==> src/rtl/dptx_seq_pkg.sv <==
package dptx_seq_pkg;

    typedef enum logic [2:0] {
        SQ_IDLE,
        SQ_DET_CHK,
        SQ_DET_WAIT,
        SQ_LCH_CHK,
        SQ_LCH_WAIT,
        SQ_VID_CHK,
        SQ_VID_WAIT
    } seq_state_t;

    localparam logic [3:0] FW_TX_CODE = 4'hE;
    localparam int         MIRROR_BIT = 4;

    function automatic int max_int(input int a, input int b);
        return (a > b) ? a : b;
    endfunction

endpackage

==> src/rtl/dptx_tick_timer.sv <==
module dptx_tick_timer #(
    parameter int W = 8
) (
    input  logic         clk,
    input  logic         rst,
    input  logic         arm,
    input  logic [W-1:0] len,
    output logic         expire
);
    logic [W-1:0] cnt_q;
    logic         run_q;

    always_ff @(posedge clk) begin
        if (rst) begin
            cnt_q <= '0;
            run_q <= 1'b0;
        end else if (arm) begin
            cnt_q <= len - W'(1);
            run_q <= 1'b1;
        end else if (run_q) begin
            if (cnt_q == '0) run_q <= 1'b0;
            else             cnt_q <= cnt_q - W'(1);
        end
    end

    assign expire = run_q && (cnt_q == '0);
endmodule

==> src/rtl/dptx_try_counter.sv <==
module dptx_try_counter #(
    parameter int W = 9
) (
    input  logic         clk,
    input  logic         rst,
    input  logic         clr,
    input  logic         inc,
    input  logic [W-1:0] limit,
    output logic         hit
);
    logic [W-1:0] cnt_q;

    always_ff @(posedge clk) begin
        if (rst || clr) cnt_q <= '0;
        else if (inc)   cnt_q <= cnt_q + W'(1);
    end

    assign hit = (cnt_q == limit);
endmodule

==> src/rtl/dptx_bringup_seq.sv <==
module dptx_bringup_seq
    import dptx_seq_pkg::*;
#(
    parameter int POLL_TICKS   = 100,
    parameter int STEP_TICKS   = 10,
    parameter int RESUME_TRIES = 300,
    parameter int LAUNCH_TRIES = 10,
    parameter int TYPE_W       = 4
) (
    input  logic              clk,
    input  logic              rst,
    input  logic              start_req,
    input  logic              resume,
    input  logic [TYPE_W-1:0] tx_type,
    input  logic              launch_ok,
    input  logic              video_req,
    input  logic              video_val,
    input  logic              link_ok,
    input  logic              hpd,
    input  logic [7:0]        mirror_stat,
    input  logic              power_req,
    input  logic              power_on,
    output logic              busy,
    output logic              done,
    output logic              ready,
    output logic              cap_flag,
    output logic              host_done,
    output logic              video_en,
    output logic              phy_sleep
);
    localparam int TMR_W = $clog2(max_int(POLL_TICKS, STEP_TICKS) + 1);
    localparam int TRY_W = $clog2(max_int(RESUME_TRIES, LAUNCH_TRIES) + 1);

    seq_state_t       state_q;
    logic [TRY_W-1:0] lim_q;
    logic             vid_q;
    logic             done_q, ready_q, cap_q, host_q, ven_q, sleep_q;

    logic             type_zero, type_fw, mirror_match;
    logic             arm_poll, arm_step, tmr_arm, tmr_exp;
    logic [TMR_W-1:0] tmr_len;
    logic             try_clr, try_hit;

    assign type_zero    = (tx_type == '0);
    assign type_fw      = (tx_type == TYPE_W'(FW_TX_CODE));
    assign mirror_match = (mirror_stat[MIRROR_BIT] == vid_q);

    always_comb begin
        arm_poll = ((state_q == SQ_DET_CHK) && type_zero) ||
                   ((state_q == SQ_LCH_CHK) && !launch_ok);
        arm_step = (state_q == SQ_VID_CHK) && !mirror_match;
        tmr_arm  = arm_poll || arm_step;
        tmr_len  = arm_step ? TMR_W'(STEP_TICKS) : TMR_W'(POLL_TICKS);
        try_clr  = (state_q == SQ_IDLE) || ((state_q == SQ_DET_CHK) && type_fw);
    end

    dptx_tick_timer #(.W(TMR_W)) i_timer (
        .clk    (clk),
        .rst    (rst),
        .arm    (tmr_arm),
        .len    (tmr_len),
        .expire (tmr_exp)
    );

    dptx_try_counter #(.W(TRY_W)) i_tries (
        .clk   (clk),
        .rst   (rst),
        .clr   (try_clr),
        .inc   (arm_poll),
        .limit (lim_q),
        .hit   (try_hit)
    );

    always_ff @(posedge clk) begin
        if (rst) begin
            state_q <= SQ_IDLE;
            lim_q   <= '0;
            vid_q   <= 1'b0;
            done_q  <= 1'b0;
            ready_q <= 1'b0;
            cap_q   <= 1'b0;
            host_q  <= 1'b0;
            ven_q   <= 1'b0;
            sleep_q <= 1'b0;
        end else begin
            done_q <= 1'b0;
            case (state_q)
                SQ_IDLE: begin
                    if (start_req) begin
                        state_q <= SQ_DET_CHK;
                        lim_q   <= resume ? TRY_W'(RESUME_TRIES) : TRY_W'(1);
                    end else if (video_req) begin
                        ven_q <= video_val;
                        vid_q <= video_val;
                        if (link_ok && hpd) state_q <= SQ_VID_CHK;
                        else                done_q  <= 1'b1;
                    end else if (power_req) begin
                        sleep_q <= !power_on;
                        done_q  <= 1'b1;
                    end
                end
                SQ_DET_CHK: begin
                    if (type_zero) begin
                        state_q <= SQ_DET_WAIT;
                    end else if (type_fw) begin
                        state_q <= SQ_LCH_CHK;
                        lim_q   <= TRY_W'(LAUNCH_TRIES);
                    end else begin
                        state_q <= SQ_IDLE;
                        ready_q <= 1'b0;
                        done_q  <= 1'b1;
                    end
                end
                SQ_DET_WAIT: begin
                    if (tmr_exp) begin
                        if (try_hit) begin
                            state_q <= SQ_IDLE;
                            ready_q <= 1'b0;
                            done_q  <= 1'b1;
                        end else begin
                            state_q <= SQ_DET_CHK;
                        end
                    end
                end
                SQ_LCH_CHK: begin
                    if (launch_ok) begin
                        state_q <= SQ_IDLE;
                        cap_q   <= 1'b1;
                        host_q  <= 1'b1;
                        ready_q <= 1'b1;
                        done_q  <= 1'b1;
                    end else begin
                        state_q <= SQ_LCH_WAIT;
                    end
                end
                SQ_LCH_WAIT: begin
                    if (tmr_exp) begin
                        if (try_hit) begin
                            state_q <= SQ_IDLE;
                            host_q  <= 1'b1;
                            ready_q <= 1'b0;
                            done_q  <= 1'b1;
                        end else begin
                            state_q <= SQ_LCH_CHK;
                        end
                    end
                end
                SQ_VID_CHK: begin
                    if (mirror_match) begin
                        state_q <= SQ_IDLE;
                        done_q  <= 1'b1;
                    end else begin
                        state_q <= SQ_VID_WAIT;
                    end
                end
                SQ_VID_WAIT: begin
                    if (tmr_exp) state_q <= SQ_VID_CHK;
                end
                default: state_q <= SQ_IDLE;
            endcase
        end
    end

    assign busy      = (state_q != SQ_IDLE);
    assign done      = done_q;
    assign ready     = ready_q;
    assign cap_flag  = cap_q;
    assign host_done = host_q;
    assign video_en  = ven_q;
    assign phy_sleep = sleep_q;
endmodule

==> config.mk <==
export PLATFORM = sky130hd
export DESIGN_NAME = dptx_bringup_seq
export DESIGN_NICKNAME = d
export VERILOG_FILES = /design/src/rtl/dptx_seq_pkg.sv /design/src/rtl/dptx_tick_timer.sv /design/src/rtl/dptx_try_counter.sv /design/src/rtl/dptx_bringup_seq.sv
export SDC_FILE = /design/constraint.sdc
export NUM_CORES = 1
export LEC_CHECK = 0
export BUFFER_PORTS_ARGS = -buffer_cell sky130_fd_sc_hd__buf_2
export CORE_MARGIN = 2
export CORE_UTILIZATION = 40
export CTS_CLUSTER_SIZE = 16
export DETAILED_ROUTE_END_ITERATION = 16
export GPL_TIMING_DRIVEN = 0
export PLACE_DENSITY = 0.7
export SLEW_MARGIN = 0
export SYNTH_ARGS = -nofsm -noshare
export SYNTH_HDL_FRONTEND = slang
export SYNTH_HIERARCHICAL = 1
export SYNTH_SLANG_ARGS = --single-unit
==> constraint.sdc <==
create_clock -name clk -period 4.31 [get_ports clk]
set_input_delay 0.431 -clock clk [delete_from_list [all_inputs] [get_ports clk]]
set_output_delay 0.431 -clock clk [all_outputs]
set_load 0.01 [all_outputs]
Word-level counts from Yosys, hierarchy flattened
Index checks and enable logic that the tools add are counted.
{"block": "word_totals", "register_bits": 35, "latchBits": 0, "mem_bits_rw": 0, "rom_bits": 0, "output_inout_bits": 7, "n_memories": 0}
{"block": "classes", "add_sub_neg": 3, "multipliers": 0, "div_mod_pow": 0, "magnitude_cmp": 0, "n_eq_ne": 23, "n_shift": 0, "n_mux": 45, "n_bitwise": 2, "n_reduce_logical": 30}
{"cell": "$mux 9", "count": 4}
{"cell": "$mux 7", "count": 4}
{"cell": "$mux 3", "count": 8}
{"cell": "$mux 1", "count": 21}
{"cell": "$pmux 3 s7", "count": 1}
{"cell": "$pmux 9 s2", "count": 1}
{"cell": "$ne 2x1->1 const B", "count": 7}
{"cell": "$sub 7x1->7 const B", "count": 2}
{"cell": "$reduce_and 4->1", "count": 3}
{"cell": "$ne 2x2->1 const B", "count": 5}
{"cell": "$add 9x1->9 const B", "count": 1}
{"cell": "$eq 3x3->1 const B", "count": 3}
{"cell": "$eq 9x9->1", "count": 1}
{"cell": "$logic_not 7->1", "count": 1}
{"cell": "$eq 3x2->1 const B", "count": 2}
{"cell": "$logic_and 1x1->1", "count": 6}
{"cell": "$mux 2", "count": 3}
{"cell": "$reduce_and 6->1", "count": 1}
{"cell": "$reduce_bool 2->1", "count": 3}
{"cell": "$reduce_bool 3->1", "count": 2}
{"cell": "$pmux 1 s5", "count": 1}
{"cell": "$reduce_and 5->1", "count": 1}
{"cell": "$eq 4x4->1 const B", "count": 1}
{"cell": "$logic_not 4->1", "count": 1}
{"cell": "13 further kinds", "count": 20}

Longest topological paths before layout
{"block": "depth", "depth_word": 6, "mapped_depth": 11}

Cells and area by module
Netlist, hierarchy kept.
{"mod": "dptx_bringup_seq", "n_inst": 1, "cells_per_inst": 100, "area_per_inst_um2": 742.0, "seq_area_each_um2": 260.2}
{"mod": "dptx_tick_timer", "n_inst": 1, "cells_per_inst": 71, "area_per_inst_um2": 605.6, "seq_area_each_um2": 160.2}
{"mod": "dptx_try_counter", "n_inst": 1, "cells_per_inst": 55, "area_per_inst_um2": 490.5, "seq_area_each_um2": 180.2}

Least setup slack after synthesis
OpenSTA, ideal clock, no wires.
{"block": "synth_timing", "path_kind": "input to register", "start": "input tx_type[1]", "end": "register i_timer.cnt_q[6]", "setup_time_ps": 134, "t_arrival_ps": 2746, "required_time_ps": 4176, "slack_ps": 1430, "path_stages": 11, "path_buffers": 2, "cell_sequence": "or4_1 > mux2i_1 > nand2_1 > nand2_1 > buf_4 > buf_2 > mux2i_1 > ha_1 > o221ai_1 > a2111oi_2 > a211oi_1"}
{"block": "synth_via", "elab_chain_cells": 6, "elab_cells_between_ends": 8, "classes_between": "eq/ne (1); mux (1); reduce/logical (6)"}
{"item": "from (decl)", "line_no": "dptx_bringup_seq.sv:14", "rtl": "input logic [TYPE_W-1:0] tx_type,"}
{"item": "$logic_not 4->1 (*)", "line_no": "dptx_bringup_seq.sv:44", "rtl": "assign type_zero = (tx_type == '0);"}
{"item": "$logic_and 1x1->1 (*)", "line_no": "dptx_bringup_seq.sv:49", "rtl": "arm_poll = ((state_q == SQ_DET_CHK) && type_zero) ||"}
{"item": "$logic_or 1x1->1 (*)", "line_no": "dptx_bringup_seq.sv:49"}
{"item": "$logic_or 1x1->1 (*)", "line_no": "dptx_bringup_seq.sv:52", "rtl": "tmr_arm = arm_poll || arm_step;"}
{"item": "via tmr_arm", "line_no": "dptx_bringup_seq.sv:40", "rtl": "logic arm_poll, arm_step, tmr_arm, tmr_exp;"}
{"item": "$ne 2x1->1 (no source line) or $reduce_bool 2->1 (tied branches)"}
{"item": "$reduce_and 2->1 (no source line)"}
{"item": "to (signal assigned)", "line_no": "dptx_tick_timer.sv:18", "rtl": "cnt_q <= len - W'(1);"}
{"item": "to (signal assigned)", "line_no": "dptx_tick_timer.sv:22", "rtl": "else cnt_q <= cnt_q - W'(1);"}
{"item": "to (decl)", "line_no": "dptx_tick_timer.sv:10", "rtl": "logic [W-1:0] cnt_q;"}
The timed path passes the listed nets; every way through them passes the cells marked *.
A chain may end at the register's enable or synchronous reset.

Worst setup path after layout
{"block": "layout_timing", "start": "register state_q[0]", "end": "register i_timer.cnt_q[6]"}
{"block": "layout_via", "elab_cells_between_ends": 14, "classes_between": "add/sub (1); eq/ne (4); mux (2); reduce/logical (7)"}
{"item": "from (decl)", "line_no": "dptx_bringup_seq.sv:34", "rtl": "seq_state_t state_q;"}
{"item": "from (signal assigned)", "line_no": "dptx_bringup_seq.sv:76", "rtl": "state_q <= SQ_IDLE;"}
{"item": "from (signal assigned)", "line_no": "dptx_bringup_seq.sv:90", "rtl": "state_q <= SQ_DET_CHK;"}
{"item": "from (signal assigned)", "line_no": "dptx_bringup_seq.sv:95", "rtl": "if (link_ok && hpd) state_q <= SQ_VID_CHK;"}
{"item": "$eq 3x3->1", "line_no": "dptx_bringup_seq.sv:51", "rtl": "arm_step = (state_q == SQ_VID_CHK) && !mirror_match;"}
{"item": "$logic_and 1x1->1", "line_no": "dptx_bringup_seq.sv:51"}
{"item": "$mux 7", "line_no": "dptx_bringup_seq.sv:53", "rtl": "tmr_len = arm_step ? TMR_W'(STEP_TICKS) : TMR_W'(POLL_TICKS);"}
{"item": "via tmr_len[2]", "line_no": "dptx_bringup_seq.sv:41", "rtl": "logic [TMR_W-1:0] tmr_len;"}
{"item": "$sub 7x1->7", "line_no": "dptx_tick_timer.sv:18"}
{"item": "$mux 7", "line_no": "dptx_tick_timer.sv:17", "rtl": "end else if (arm) begin"}
The timed path passes the listed nets, and every way through them passes these cells.

==> impl_metrics.ini <==
[final_layout]
drive_gt1_share_pct = 17.2
area_growth_pct = 15.2
design_area_um2 = 2120
fin_nets = 287
final_util_pct = 48.3
antenna_cells = 0
fillers = 444

[clock_network]
hold_buffers = 0
tritoncts = done
cts_sinks = 30
postCtsResizedCells = 0
post-cts-setup-buffer-count = 0
root_buffer = clkbuf_8
numCtsBuffers = 5
htreeDepth = 2
path_clk_slew_ns = 0.06
clockBufferDepth = 2
clk-insertion-delay-late_ns = 0.28

[grt]
grt_pass1_wl_um = 7290
grt.overflow.total = 0
grt_max_degree = 13
antenna_found_initial = 0
first_global_vias = 1555
grt_usage_pct = 17.8

[synthesis]
synth_commonest_cells = dfxtp_1 (30), nand2_1 (21), nor2_1 (18), a21oi_1 (15)
ys_seq_area_share_pct = 32.7
ys_ff_latch = 30
synth_area_um2 = 1840
synth_edf_count = 0
synth_cells = 226
yosysWarnings = 6
synth_area_leaders = dfxtp_1 (33%), xnor2_1 (4.8%), mux2i_1 (4.4%)
netlist.top_cell.by_area = dfxtp_1
yosysTopAreaCellShare_pct = 32.7
synth.distinct_cells = 55
syn_area_per_cell_um2 = 8.13
synth-async-reset-ratio_pct = 0
yosysMostFrequentCell = dfxtp_1
synthFlopType = dfxtp_1

[routing]
avgViaCountPerCell = 5.63
drt_wl_total_um = 4150
vias = 1769
dr.pass1.iters = 4
first_iter_violations = 95
drc = 0
wl_per_cell_um = 13.2
antenna_left = 0

[outcome]
outcome = complete, no violations

[floorplan]
fp.dieH_um = 71.8
num_rows = 24
initial_core_util_pct = 41.9
pin_count = 30
core-area_um2 = 4380
die-area_um2 = 5150
fp.dieW_um = 71.8

[worst_setup_path]
rrSetupSlack_ns = 0.79
r2r-end = i_timer/cnt_q[6]
criticalPathCategory = flip-flop to flip-flop
max_stage_delay_ns = 0.52
required_ns = 4.47
cp_max_fo = 12
start_kind = flip-flop
end_kind = flip-flop
arrival_ns = 3.68
worstReg2RegStart = state_q[0]
path_cells = clkbuf_1 -> nand4_1 -> nand2_1 -> buf_4 -> buf_2 -> mux2i_1 -> ha_1 -> o221ai_1 -> a2111oi_2 -> a211oi_1
cpMaxStageDelayCell = nand4_1
rr_worst_depth = 10

[hold_path]
min_to = phy_sleep
holdCritPathClass = input port to flip-flop
holdPathStages = 2
hold_start = power_on

[pwr]
total_power_mw = 0.982
power_density_nw_per_um2 = 463
clkPwrFrac_pct = 21.9
p_sw_mw = 0.382
power.internal_mw = 0.600
p_leak_nw = 0.845
swShare_pct = 38.9
peakVddDrop_v = 0.000258
seq_power_share_pct = 36.6
pwr-share-comb_pct = 41.5

[sta]
rsz0062_at_grt = no
worst_clock_skew_ns = 0.00423
final-max-slew-violation-count = 0
fmax_mhz = 284
finalHoldViolCount = 0
worstMarginPinSlew_ns = 0.814
finalSetupTns_ns = 0
period_share_pct = 81.7
period_needed_ns = 3.52
slew_headroom_pct = 45.3
finalSetupViolCount = 0

[placed_design]
port_buffers = 22
dp_hpwl_um = 3010
post_dp_cell_area_um2 = 2040
gp_congestion = 0.855

[flow_run]
max_cap_violations = 0
-- how the worst max path moves through the flow --
stage	startpoint	endpoint	slack, ns	depth (start not counted)
after floorplan	tx_type[1]	i_timer/cnt_q[6]	1.43	11
after global placement	state_q[0]	i_timer/cnt_q[6]	0.87	10
after detailed placement	state_q[0]	i_timer/cnt_q[6]	0.88	10
after CTS	state_q[0]	i_timer/cnt_q[6]	0.88	10
after global routing	state_q[0]	i_timer/cnt_q[6]	0.44	10
final	state_q[0]	i_timer/cnt_q[6]	0.79	10
-- placed cells by master (no fill, tap or decap), drive strengths merged, types with 2 or more instances in the layout --
cell and instances:
nor4 4, nand3b 2, buf 24, o31ai 2
nand3 8, clkinv 2, nor3b 5, nor4b 2
a31oi 6, o21ai 9, dfxtp 30, a21oi 15
nand2 21, or2 2, xnor2 10, conb 8
and3 4, or3 10, or4 3, nor2 19
nand4 7, o22ai 2, nor2b 2, nor3 8
mux2i 8, inv 7, a221oi 2, a211oi 2
xor2 7, ha 2, clkbuf 12
-- per-stage QoR --
step           hold WS [ns]  cells  setup slack (ns)
2_1_floorplan         0.450    233              1.43
3_3_place_gp          0.463    307             0.867
3_5_place_dp          0.465    307             0.880
4_1_cts               0.310    314             0.877
5_1_grt               0.311    314             0.442
6_report              0.318    314             0.789
-- final cells by class --
| cell class | instances | area (um2) | share of cell area, % |
|---|---|---|---|
| Buffer | 9 | 40.0 | 1.89 |
| Clock buffer | 5 | 68.8 | 3.25 |
| Clock inverter | 2 | 10.0 | 0.473 |
| Inverter | 7 | 26.3 | 1.24 |
| Multi-Input combinational cell | 187 | 1200 | 56.5 |
| Sequential cell | 30 | 601 | 28.4 |
| Tap cell | 52 | 65.1 | 3.07 |
| Timing Repair Buffer | 22 | 110 | 5.20 |
-- metal layers --
| metal | part of all wire, % | wire length, um | vias to the layer above | global-route usage (%) |
|---|---|---|---|---|
| li1 | - | - | 899 | - |
| met1 | 52 | 2140 | 816 | 26.6 |
| met2 | 43 | 1770 | 46 | 23.5 |
| met3 | 4.9 | 204 | 8 | 5.77 |
| met4 | 1.0 | 42 | 0 | 6.71 |
| met5 | 0 | 0 | - | 0 |
-- power groups by stage --
stage	logic (mW)	clock network [mW]	registers, mW
6_report	0.407	0.215	0.359
5_1_grt	0.460	0.241	0.364
4_1_cts	0.404	0.224	0.358
3_3_place_gp	0.399	0	0.363
2_1_floorplan	0.314	0	0.357
3_5_place_dp	0.403	0	0.365
-- registers in the layout, indices dropped and copies added (netlist names) --
signal         flops
cap_flag           1
done               1
host_done          1
i_timer/cnt_q      7
i_timer/run_q      1
i_tries/cnt_q      9
lim_q              4
phy_sleep          1
ready              1
state_q            3
video_en           1
-- worst max-delay path, delay by kind of cell, from the launching register on --
kind / cells / cell delay [ns]
mux: 1 / 0.22
simple gates: 2 / 0.89
buf+inv: 3 / 0.80
fa+ha+maj: 1 / 0.32
flops: 1 / 0.48
compound gates: 3 / 0.66
-- kinds of logic after synthesis --
kind of cell,Yosys count,share of synthesized area [%]
simple gates,100,30.6
compound gates,51,18.4
flops,30,32.7
xor+xnor,17,8.10
buf+inv,16,3.61
mux,9,4.97
fa+ha+maj,2,1.36
other cells,1,0.204
(Power assumes the default switching activity.)
